==> src/rtl/cks_pkg.sv <==
package cks_pkg;
  typedef enum logic [1:0] {
    GS_RUN      = 2'd0,
    GS_HOLD_DRV = 2'd1,
    GS_HOLD_TRI = 2'd2
  } gate_st_e;
endpackage

==> src/rtl/cks_sync.sv <==
module cks_sync #(
  parameter int          W       = 1,
  parameter int          STAGES  = 2,
  parameter logic [W-1:0] RST_VAL = '0
) (
  input  logic         clk_i,
  input  logic         rst_ni,
  input  logic [W-1:0] d_i,
  output logic [W-1:0] q_o
);
  logic [W-1:0] stg_q [STAGES];

  always_ff @(posedge clk_i or negedge rst_ni) begin
    if (!rst_ni) begin
      for (int k = 0; k < STAGES; k++) stg_q[k] <= RST_VAL;
    end else begin
      stg_q[0] <= d_i;
      for (int k = 1; k < STAGES; k++) stg_q[k] <= stg_q[k-1];
    end
  end

  assign q_o = stg_q[STAGES-1];
endmodule

==> src/rtl/cks_debounce.sv <==
module cks_debounce #(
  parameter int N = 4
) (
  input  logic         clk_i,
  input  logic         rst_ni,
  input  logic         samp_en_i,
  input  logic [N-1:0] d_i,
  output logic [N-1:0] q_o,
  output logic [N-1:0] q_next_o
);
  logic [N-1:0] prev_q;
  logic [N-1:0] lvl_q;

  for (genvar b = 0; b < N; b++) begin : g_bit
    // level accepted only when two consecutive complement-edge samples agree
    assign q_next_o[b] = (samp_en_i && (d_i[b] == prev_q[b])) ? d_i[b] : lvl_q[b];

    always_ff @(posedge clk_i or negedge rst_ni) begin
      if (!rst_ni) begin
        prev_q[b] <= 1'b0;
        lvl_q[b]  <= 1'b0;
      end else if (samp_en_i) begin
        prev_q[b] <= d_i[b];
        lvl_q[b]  <= q_next_o[b];
      end
    end

    a_r2_needs_two_samples: assert property (@(posedge clk_i) disable iff (!rst_ni)
      (samp_en_i && (d_i[b] != prev_q[b])) |=> $stable(lvl_q[b]));
  end

  assign q_o = lvl_q;
endmodule

==> src/rtl/cks_gate.sv <==
module cks_gate
  import cks_pkg::*;
(
  input  logic clk_i,
  input  logic rst_ni,
  input  logic ph_i,
  input  logic upd_i,
  input  logic req_stop_i,
  input  logic glb_stop_i,
  input  logic tri_mode_i,
  output logic t_o,
  output logic c_o,
  output logic oe_o
);
  gate_st_e st_q, st_d;

  always_comb begin
    if (req_stop_i)      st_d = GS_HOLD_TRI;
    else if (glb_stop_i) st_d = tri_mode_i ? GS_HOLD_TRI : GS_HOLD_DRV;
    else                 st_d = GS_RUN;
  end

  always_ff @(posedge clk_i or negedge rst_ni) begin
    if (!rst_ni)    st_q <= GS_RUN;
    else if (upd_i) st_q <= st_d;
  end

  always_comb begin
    unique case (st_q)
      GS_RUN:      begin t_o = ph_i;  c_o = ~ph_i; oe_o = 1'b1; end
      GS_HOLD_DRV: begin t_o = 1'b0;  c_o = 1'b1;  oe_o = 1'b1; end
      default:     begin t_o = 1'b0;  c_o = 1'b0;  oe_o = 1'b0; end
    endcase
  end

  // state moves only while the phase is in its low half
  a_r3_change_in_low_phase: assert property (@(posedge clk_i) disable iff (!rst_ni)
    (st_q != $past(st_q)) |-> !ph_i);
endmodule

==> src/rtl/clk_req_gate.sv <==
module clk_req_gate #(
  parameter int N_OUT       = 4,
  parameter int SYNC_STAGES = 2
) (
  input  logic             clk_i,
  input  logic             rst_ni,
  input  logic [N_OUT-1:0] req_ni,
  input  logic [N_OUT-1:0] req_en_i,
  input  logic [N_OUT-1:0] stoppable_i,
  input  logic             stop_ni,
  input  logic             sw_run_i,
  input  logic             stop_tri_i,
  output logic [N_OUT-1:0] clk_t_o,
  output logic [N_OUT-1:0] clk_c_o,
  output logic [N_OUT-1:0] drv_o
);
  logic             ph_q;
  logic             comp_edge;
  logic [N_OUT-1:0] req_sync;
  logic [N_OUT-1:0] req_lvl;
  logic [N_OUT-1:0] req_lvl_next;
  logic             stop_sync;
  logic             shared_stop;

  always_ff @(posedge clk_i or negedge rst_ni) begin
    if (!rst_ni) ph_q <= 1'b0;
    else         ph_q <= ~ph_q;
  end

  // edge at which the true leg falls and the complement leg rises
  assign comp_edge = ph_q;

  cks_sync #(.W(N_OUT), .STAGES(SYNC_STAGES), .RST_VAL('0)) u_req_sync (
    .clk_i (clk_i),
    .rst_ni(rst_ni),
    .d_i   (req_ni),
    .q_o   (req_sync)
  );

  cks_sync #(.W(1), .STAGES(SYNC_STAGES), .RST_VAL(1'b1)) u_stop_sync (
    .clk_i (clk_i),
    .rst_ni(rst_ni),
    .d_i   (stop_ni),
    .q_o   (stop_sync)
  );

  cks_debounce #(.N(N_OUT)) u_deb (
    .clk_i    (clk_i),
    .rst_ni   (rst_ni),
    .samp_en_i(comp_edge),
    .d_i      (req_sync),
    .q_o      (req_lvl),
    .q_next_o (req_lvl_next)
  );

  assign shared_stop = ~stop_sync | ~sw_run_i;

  for (genvar i = 0; i < N_OUT; i++) begin : g_out
    cks_gate u_gate (
      .clk_i     (clk_i),
      .rst_ni    (rst_ni),
      .ph_i      (ph_q),
      .upd_i     (comp_edge),
      .req_stop_i(req_en_i[i] & req_lvl_next[i]),
      .glb_stop_i(stoppable_i[i] & shared_stop),
      .tri_mode_i(stop_tri_i),
      .t_o       (clk_t_o[i]),
      .c_o       (clk_c_o[i]),
      .oe_o      (drv_o[i])
    );

    a_r4_full_low_before_high: assert property (@(posedge clk_i) disable iff (!rst_ni)
      $rose(clk_t_o[i]) |-> $past(drv_o[i] && clk_c_o[i]));

    a_r6_free_running: assert property (@(posedge clk_i) disable iff (!rst_ni)
      (!stoppable_i[i] && !req_en_i[i] && ph_q) |=> (drv_o[i] && clk_c_o[i]));

    a_r8_undriven_low: assert property (@(posedge clk_i) disable iff (!rst_ni)
      !drv_o[i] |-> (!clk_t_o[i] && !clk_c_o[i]));

    a_r3_request_stop_undriven: assert property (@(posedge clk_i) disable iff (!rst_ni)
      (ph_q && req_en_i[i] && req_lvl_next[i]) |=> !drv_o[i]);
  end

  a_r2_level_follows_sync: assert property (@(posedge clk_i) disable iff (!rst_ni)
    !comp_edge |=> $stable(req_lvl));
endmodule

==> config.mk <==
export PLATFORM = sky130hd
export DESIGN_NAME = clk_req_gate
export DESIGN_NICKNAME = d
export VERILOG_FILES = /design/src/rtl/cks_pkg.sv /design/src/rtl/cks_sync.sv /design/src/rtl/cks_debounce.sv /design/src/rtl/cks_gate.sv /design/src/rtl/clk_req_gate.sv
export SDC_FILE = /design/constraint.sdc
export NUM_CORES = 1
export LEC_CHECK = 0
export BUFFER_PORTS_ARGS = -buffer_cell sky130_fd_sc_hd__buf_2
export CAP_MARGIN = 5
export CORE_MARGIN = 1.5
export CORE_UTILIZATION = 51
export CTS_CLUSTER_DIAMETER = 30
export DETAILED_ROUTE_END_ITERATION = 16
export HOLD_SLACK_MARGIN = 0.08
export MAX_ROUTING_LAYER = met4
export PLACE_DENSITY_LB_ADDON = 0.1
export SETUP_SLACK_MARGIN = 0.3
export SLEW_MARGIN = 20
export SYNTH_ARGS = -nofsm -noshare
export SYNTH_HDL_FRONTEND = slang
export SYNTH_SLANG_ARGS = --single-unit
export TNS_END_PERCENT = 30
==> constraint.sdc <==
create_clock -name clk_i -period 1.45 [get_ports clk_i]
set_input_delay 0.29 -clock clk_i [delete_from_list [all_inputs] [get_ports clk_i]]
set_output_delay 0.29 -clock clk_i [all_outputs]
set_load 0.1 [all_outputs]
==> results of run 1 <==
[worst paths after layout]
check,start,end,slack [ps],depth (start not counted)
worst max register to register,comp_edge,g_out[0].u_gate.st_q[0],0,5
max in group asynchronous,rst_ni,u_stop_sync.q_o,580,2
worst min-delay path,stoppable_i[2],g_out[2].u_gate.st_q[0],230,2
worst min register to register,u_stop_sync.stg_q[1],u_stop_sync.q_o,360,0
worst max-delay path,comp_edge,clk_c_o[2],-130,4
min in group asynchronous,rst_ni,u_req_sync.stg_q[7],480,2
[per-layer routing]
| layer | track usage, % | up-vias | wire length [um] |
|---|---|---|---|
| li1 | - | 401 | - |
| met1 | 23.66 | 372 | 869 |
| met2 | 29.65 | 25 | 1051 |
| met3 | 3.509 | 4 | 103 |
| met4 | 7.895 | 0 | 24 |
| met5 | - | - | 0 |
[flip-flops by register name, summed over array words and instances (netlist names)]
name and count:
comp_edge 1, g_out.u_gate.st_q 8, u_deb.prev_q 4, u_deb.q_o 4
u_req_sync.q_o 4, u_req_sync.stg_q 4, u_stop_sync.q_o 1, u_stop_sync.stg_q 1
[stage by stage]
| step | instance area [um^2] | TNS (ps) |
|---|---|---|
| global placement | 1478 | 0 |
| floorplan | 1289 | 0 |
| detailed placement | 1478 | 0 |
| global route | 1654 | -1675 |
| finish | 1654 | -911.7 |
| CTS | 1642 | -1052 |
[kinds of logic after synthesis]
group,after synthesis,share of synthesized area (%)
AO/OA/AOI/OAI,27,18.99
flip-flops,27,57.17
AND/OR/NAND/NOR,21,9.071
buffers and inverters,20,10.97
multiplexers,4,3.797
[layout make-up]
type | count | area [um^2]
Sequential cell | 27 | 678.2
Fill cell | 146 | 558.0
Multi-Input combinational cell | 52 | 452.9
Timing Repair Buffer | 39 | 421.7
Tap cell | 28 | 35.03
Inverter | 5 | 26.28
Clock buffer | 3 | 22.52
Timing Repair inverter | 2 | 12.51
Clock inverter | 1 | 5.005
[synthesized netlist by cell type]
cell	n
dfrtp_1	25
a21boi_0	1
buf_4	12
a32o_1	1
nand2b_1	1
a22o_1	1
a211oi_4	1
a21o_1	4
a32oi_1	4
buf_6	1
inv_1	4
dfstp_2	2
and2_1	4
a32o_2	3
o21a_1	4
or2b_1	3
nand2_1	9
buf_2	2
a21oi_1	4
inv_2	1
a22oi_1	4
mux2_2	4
nor3_1	4
[power groups by stage]
stage	Combinational (mW)	Sequential, mW	Clock [mW]
2_1_floorplan	0.388	0.842	0
3_3_place_gp	0.510	0.846	0
3_5_place_dp	0.516	0.850	0
4_1_cts	0.544	0.843	0.322
5_1_grt	0.571	0.854	0.362
6_report	0.545	0.846	0.300
[what timing repair did]
action / in CTS / in global routing
pin swaps: 11 / 8
gates cloned: 2 / 0
resized for setup: 12 / 2
hold buffers: 6 / 0
hold endpoints to repair: 30 / 0
setup buffers: 2 / 0
setup endpoints to repair: 20 / 24
==> results.toml, run 1 <==
[sta]
finalHoldWorstSlack_ps = 232.8
relSlewSlack_pct = 62.79
fin_crit_sh_pct = 109.1
fin_ws_ps = -132.7
setup_viol = 8
clock.fmax_ghz = 0.6318
drv_slew = 0
fin_crit_ps = 1583
finalHoldViolCount = 0
fin_skew_ps = 6.705
rsz0062_at_grt = "yes"
tightest_slew_ps = 558.2

[power]
combPwrFrac_pct = 32.2
cell_internal_pwr_mw = 1.120
p_clk_share_pct = 17.8
p_sw_mw = 0.5725
seq_power_share_pct = 50.0
ir_worst_vdd_uv = 768.1
swShare_pct = 33.83
finalPower_mw = 1.692
p_leak_nw = 0.7728
p_per_area_nw_per_um2 = 1023

[layout]
layout_common_cells = "dfrtp_1 (25), buf_2 (16), buf_12 (12)"
final_util_pct = 74.77
drive_gt1_share_pct = 48.06
final_common_cell = "dfrtp_1"
area_growth_pct = 39.45
layout.nets = 147
fin_cells = 157
num_antenna_cells = 0

[placed_design]
dp_cells = 143
globalplace.congestion = 0.7346
numPortBuffers = 28
dp_slack_ps = 98.92
dp_hpwl_um = 1381

[critical_path]
critPathMaxFanout = 5
cp_slowest_cell = "dfrtp_1"
path_delay_family = "flip-flops"
worstPathCellList = "buf_6, inv_8, o21a_1, buf_12"
crit_buf_inv = 3
crit_path_max_incr_delay_ps = 420
required_ps = 1160
cp-end-kind = "output port"
worstPathArrival_ps = 1290
crit_type = "flop to output port"
start_kind = "flop"

[clock_network]
path_clk_slew_ps = 130
htreeDepth = 1
cts_buffers = 3
cts.sinks = 27
clockBufferDepth = 2
clockRootBuffer = "clkbuf_4"
clock_latency_ps = 310
cts_tree = "yes"

[detailed_routing]
antenna_left = 0
drt_pass1_iterations = 3
drcViolationCount = 0
wl_per_cell_um = 13.04
route.vias.total = 802
drt_wl_total_um = 2048
vias_per_cell = 5.108
drtIter0Drc = 3

[logic_synthesis]
postSynthCellCount = 99
yosys_warnings = 0
synth_area_leaders = "dfrtp_1 (53%), buf_4 (7.6%), dfstp_2 (4.4%)"
synth_fp_nets = 116
synth_top_cell_area_share_pct = 52.74
avgSynthCellArea_um2 = 11.98
ys_types = 23
yosys.area.top_type = "dfrtp_1"
syn-cell-area_um2 = 1186
ys_ff_latch = 27
synth-seq-area-share_pct = 57.17

[hold_path]
hold_path_class = "input port to flop"

[run_status]
violations = "negative setup slack"
status = "finished with violations"

[global_route]
antenna_found_initial = 0
track_usage_pct = 18.63
grt_max_degree = 28
grt-ovfl-total = 0
grt_pass1_vias = 794
grt_pass1_wl_um = 3477

[floorplan]
io_pins = 29
core_area_um2 = 2212
num_rows = 17
die_h_um = 51.23
die_area_um2 = 2624
start_util_pct = 53.62
die_width_um = 51.23

[flow_run]
cap_violations = 0
No activity file was read; power rests on OpenSTA's default activity.
==> inputs of run 2 (changes only) <==
--- a/config.mk
+++ b/config.mk
@@ -8,10 +8,10 @@
 export BUFFER_PORTS_ARGS = -buffer_cell sky130_fd_sc_hd__buf_2
 export CAP_MARGIN = 5
 export CORE_MARGIN = 1.5
-export CORE_UTILIZATION = 51
+export CORE_UTILIZATION = 55
 export CTS_CLUSTER_DIAMETER = 30
 export DETAILED_ROUTE_END_ITERATION = 16
-export HOLD_SLACK_MARGIN = 0.08
+export HOLD_SLACK_MARGIN = 0.03
 export MAX_ROUTING_LAYER = met4
 export PLACE_DENSITY_LB_ADDON = 0.1
 export SETUP_SLACK_MARGIN = 0.3
==> constraint.sdc (replaced) <==
create_clock -name clk_i -period 1.9 [get_ports clk_i]
set_input_delay 0.38 -clock clk_i [delete_from_list [all_inputs] [get_ports clk_i]]
set_output_delay 0.38 -clock clk_i [all_outputs]
set_load 0.1 [all_outputs]
==> results.toml, run 2 (synthesis gave the netlist of run 1 again) <==
[run_status]
status = "completed"

[floorplan]
die_width_um = 49.44
core_area_um2 = 2002
die_h_um = 49.44
start_util_pct = 59.25
num_rows = 16
die_area_um2 = 2444
io_pins = 29

[layout]
finish.instance_area_um2 = 1493
num_antenna_cells = 0
area_growth_pct = 25.84
largest_reg_flops = 8
regMostFlops = "g_out.u_gate.st_q"
final_common_cell = "dfrtp_1"
layout.nets = 139
drive_gt1_share_pct = 42.98
final-seq-area_um2 = 679.4
multi_input_area_um2 = 422.9
fin_cells = 148
layout_common_cells = "dfrtp_1 (24), buf_2 (16), nand2_1 (9)"
fillers = 143

[critical_path]
crit_type = "flop to output port"
critPathMaxFanout = 10
worstPathArrival_ps = 1260
start_kind = "flop"
cp-end-kind = "output port"
required_ps = 1520

[detailed_routing]
antenna_left = 0
drt_wl_total_um = 2075
wl_per_cell_um = 14.02
drcViolationCount = 0
route.vias.total = 804
vias_per_cell = 5.432
drt_pass1_iterations = 4
drtIter0Drc = 16

[global_route]
grt_max_degree = 28
grt_pass1_vias = 804
track_usage_pct = 19.77
grt_pass1_wl_um = 3463
antenna_found_initial = 0
grt-ovfl-total = 0

[power]
ir_worst_vdd_uv = 699.0
p_leak_nw = 0.7130
p_per_area_nw_per_um2 = 832.1

[placed_design]
dpl-instance-area_um2 = 1376
globalplace.congestion = 0.7305
numPortBuffers = 28
dp_cells = 140
dp_hpwl_um = 1483

[clock_network]
htreeDepth = 1
path_clk_slew_ps = 140
clockRootBuffer = "clkbuf_4"
cts_buffers = 3
cts_tree = "yes"
cts.sinks = 27
clock_latency_ps = 310
clockBufferDepth = 2

[sta]
drv_slew = 0
setup_viol = 0
fin_crit_sh_pct = 86.42
fin_skew_ps = 13.88
tightest_slew_ps = 579.4
rsz0062_at_grt = "yes"
finalHoldViolCount = 0
clock.fmax_ghz = 0.6090
relSlewSlack_pct = 61.03
setup_tns_ps = 0
fin_crit_ps = 1642

[flow_run]
cap_violations = 0

[hold_path]
hold_path_class = "input port to async pin"
## run 2: cell count changes in the layout (fill, tap and decap cells not counted), moves of 2 or more
cell	change
buf_12	-4
a32oi_2	-4
buf_4	+3
a32oi_1	+4
dlygate4sd3_1	-6
inv_1	+4
inv_4	-2
inv_2	-3
## run 2: final cells by class
type / count / share of cell area (%)
tap: 27 / 2.263
multi-input combinational: 52 / 28.33
inverter: 5 / 1.760
sequential: 27 / 45.52
timing repair buffer: 32 / 20.12
timing repair inverter: 1 / 0.2515
clock buffer: 4 / 1.760
## run 2: layer usage
layer | global-route usage [%] | wire length (um) | vias to the layer above | part of all wire [%]
li1 | - | - | 384 | -
met1 | 23.11 | 842 | 398 | 41
met2 | 34.46 | 1132 | 20 | 55
met3 | 4.294 | 85 | 2 | 4.1
met4 | 5.556 | 14 | 0 | 0.67
met5 | - | 0 | - | 0
## run 2: what timing repair did
item,4_1_cts,5_1_grt
hold buffers,0,0
pin swaps,1,3
endpoints found under the setup margin,12,15
setup buffers,3,0
gates cloned,1,0
hold endpoints to repair,0,0
resized for setup,11,8
## run 2: final timing paths
check	cells past startpoint	slack (ps)	to	from
setup / recovery	3	260	clk_c_o[1]	comp_edge
hold / removal	1	50	g_out[3].u_gate.st_q[0]	rst_ni
setup reg to reg	5	320	g_out[3].u_gate.st_q[0]	comp_edge
hold reg to reg	0	360	u_req_sync.q_o[1]	u_req_sync.stg_q[5]
max in group asynchronous	1	1440	comp_edge	rst_ni
min in group clk_i	1	150	u_stop_sync.stg_q[1]	stop_ni
## run 2: where the power goes
group          internal [mW]  switching [mW]
Clock                 0.0818           0.147
Combinational          0.124           0.246
Sequential             0.613          0.0311
Total                  0.818           0.424
## run 2: critical path, stage by stage, from the launching register on
cell and delay (ps):
dfrtp_2 470, inv_8 110, o21a_1 180, buf_12 180
## run 2: stage by stage
| step | setup slack (ps) | power (mW) | hold slack (ps) | utilization, % |
|---|---|---|---|---|
| 2_1_floorplan | 336.9 | 0.9117 | 84.41 | - |
| 3_3_place_gp | 457.9 | 0.9908 | 333.3 | 68.75 |
| 3_5_place_dp | 410.8 | 0.9999 | 337.1 | 68.75 |
| 4_1_cts | 249.5 | 1.241 | 61.46 | 73.75 |
| 5_1_grt | 206.2 | 1.296 | 88.03 | 74.56 |
| 6_report | 258.0 | 1.242 | 52.15 | 74.56 |
==> inputs of run 3 (changes only) <==
--- a/config.mk
+++ b/config.mk
@@ -7,7 +7,7 @@
 export LEC_CHECK = 0
 export BUFFER_PORTS_ARGS = -buffer_cell sky130_fd_sc_hd__buf_2
 export CAP_MARGIN = 5
-export CORE_MARGIN = 1.5
+export CORE_MARGIN = 5
 export CORE_UTILIZATION = 55
 export CTS_CLUSTER_DIAMETER = 30
 export DETAILED_ROUTE_END_ITERATION = 16
==> results.toml, run 3 (synthesis gave the netlist of run 1 again) <==
[run_status]
status = "completed"

[sta]
fin_crit_ps = 1631
tightest_slew_ps = 576.5
drv_slew = 0
fin_skew_ps = 11.86
rsz0062_at_grt = "yes"
fin_crit_sh_pct = 85.82
setup_tns_ps = 0
fin_ws_ps = 269.4
relSlewSlack_pct = 61.56
setup_viol = 0
clock.fmax_ghz = 0.6133
finalHoldViolCount = 0
finalHoldWorstSlack_ps = 46.73

[layout]
fillers = 133
layout.nets = 139
area_growth_pct = 26.37
finish.instance_area_um2 = 1499
num_antenna_cells = 0
final_common_cell = "dfrtp_1"
regMostFlops = "g_out.u_gate.st_q"
largest_reg_flops = 8
layout_common_cells = "dfrtp_1 (24), buf_2 (16), nand2_1 (9)"
multi_input_area_um2 = 430.4
final-seq-area_um2 = 679.4
drive_gt1_share_pct = 43.80

[floorplan]
die_area_um2 = 3185
start_util_pct = 59.25
die_h_um = 56.44
io_pins = 29
core_area_um2 = 2002
num_rows = 16
die_width_um = 56.44

[detailed_routing]
wirelength_met1_um = 825
antenna_left = 0
drtIter0Drc = 14
drt_wl_total_um = 2150
route.vias.total = 806
route.met3.wl_um = 134
vias_per_cell = 5.446
drcViolationCount = 0
wl_met2_um = 1155
top_layer = "met4"
drt_pass1_iterations = 4
wl_per_cell_um = 14.53

[placed_design]
dpl-instance-area_um2 = 1376
dp_hpwl_um = 1509
dp_slack_ps = 422.6
globalplace.congestion = 0.7341
numPortBuffers = 28

[clock_network]
htreeDepth = 1
clock_latency_ps = 310
path_clk_slew_ps = 130
cts_tree = "yes"
clockRootBuffer = "clkbuf_4"
cts_buffers = 3
cts.sinks = 27
clockBufferDepth = 2
cts_hold_buf = 0

[power]
ir_worst_vdd_uv = 652.0
p_leak_nw = 0.7158
p_per_area_nw_per_um2 = 828.9

[flow_run]
cap_violations = 0

[critical_path]
critPathMaxFanout = 5
start_kind = "flop"
r2r_start = "comp_edge"
crit_type = "flop to output port"
worstPathArrival_ps = 1250
crit_start = "comp_edge"
cp-end-kind = "output port"
required_ps = 1520

[global_route]
track_usage_pct = 14.92
grt_pass1_wl_um = 3643
grt-ovfl-total = 0
grt_max_degree = 28
grt_pass1_vias = 861
antenna_found_initial = 0

[hold_path]
hold_path_class = "input port to async pin"
## run 3: cell count changes in the layout (fill, tap and decap cells not counted), sizes merged
| cell | before | now |
|---|---|---|
| clkbuf | 5 | 6 |
| buf | 31 | 29 |
| inv | 6 | 7 |
## run 3: timing repair
action                     CTS  global route
gates cloned                 1             1
setup endpoints to repair   12            14
setup buffers                2             0
resized for setup           11             8
pin swaps                    1             5
## run 3: report_power, final
group	switching [mW]	internal [mW]
logic	0.246	0.123
clock network	0.147	0.0818
registers	0.0319	0.613
total	0.425	0.817
## run 3: critical path: stages (launching register included)
cell     delay [ps]
dfrtp_2         480
inv_8            50
nor3_4          210
buf_12          200
## run 3: final timing paths
path	to	slack, ps	cells after the start
setup / recovery	clk_t_o[2]	270	3
hold / removal	g_out[3].u_gate.st_q[0]	50	1
setup reg to reg	g_out[3].u_gate.st_q[0]	300	5
hold reg to reg	u_stop_sync.q_o	360	0
max in group asynchronous	comp_edge	1450	1
min in group clk_i	u_req_sync.stg_q[4]	160	1
## run 3: layer usage
metal / track usage (%) / up-vias
met3: 4.128 / 4
met5: - / -
li1: - / 386
met4: 5.424 / 0
met2: 27.56 / 24
met1: 14.71 / 392
## run 3: stage by stage
stage	util, %	cells	power (mW)
final	74.88	148	1.242
after global placement	68.75	140	0.9919
after CTS	73.38	147	1.246
after detailed placement	68.75	140	1.000
after floorplan	-	99	0.9117
after global routing	74.88	148	1.296
## run 3: layout make-up
| class | count | share of cell area (%) |
|---|---|---|
| well taps | 27 | 2.254 |
| multi-input cells | 52 | 28.71 |
| inverters | 5 | 1.753 |
| flip-flops and latches | 27 | 45.33 |
| clock buffers | 4 | 1.753 |
| repair inverters | 2 | 0.6678 |
| repair buffers | 31 | 19.53 |
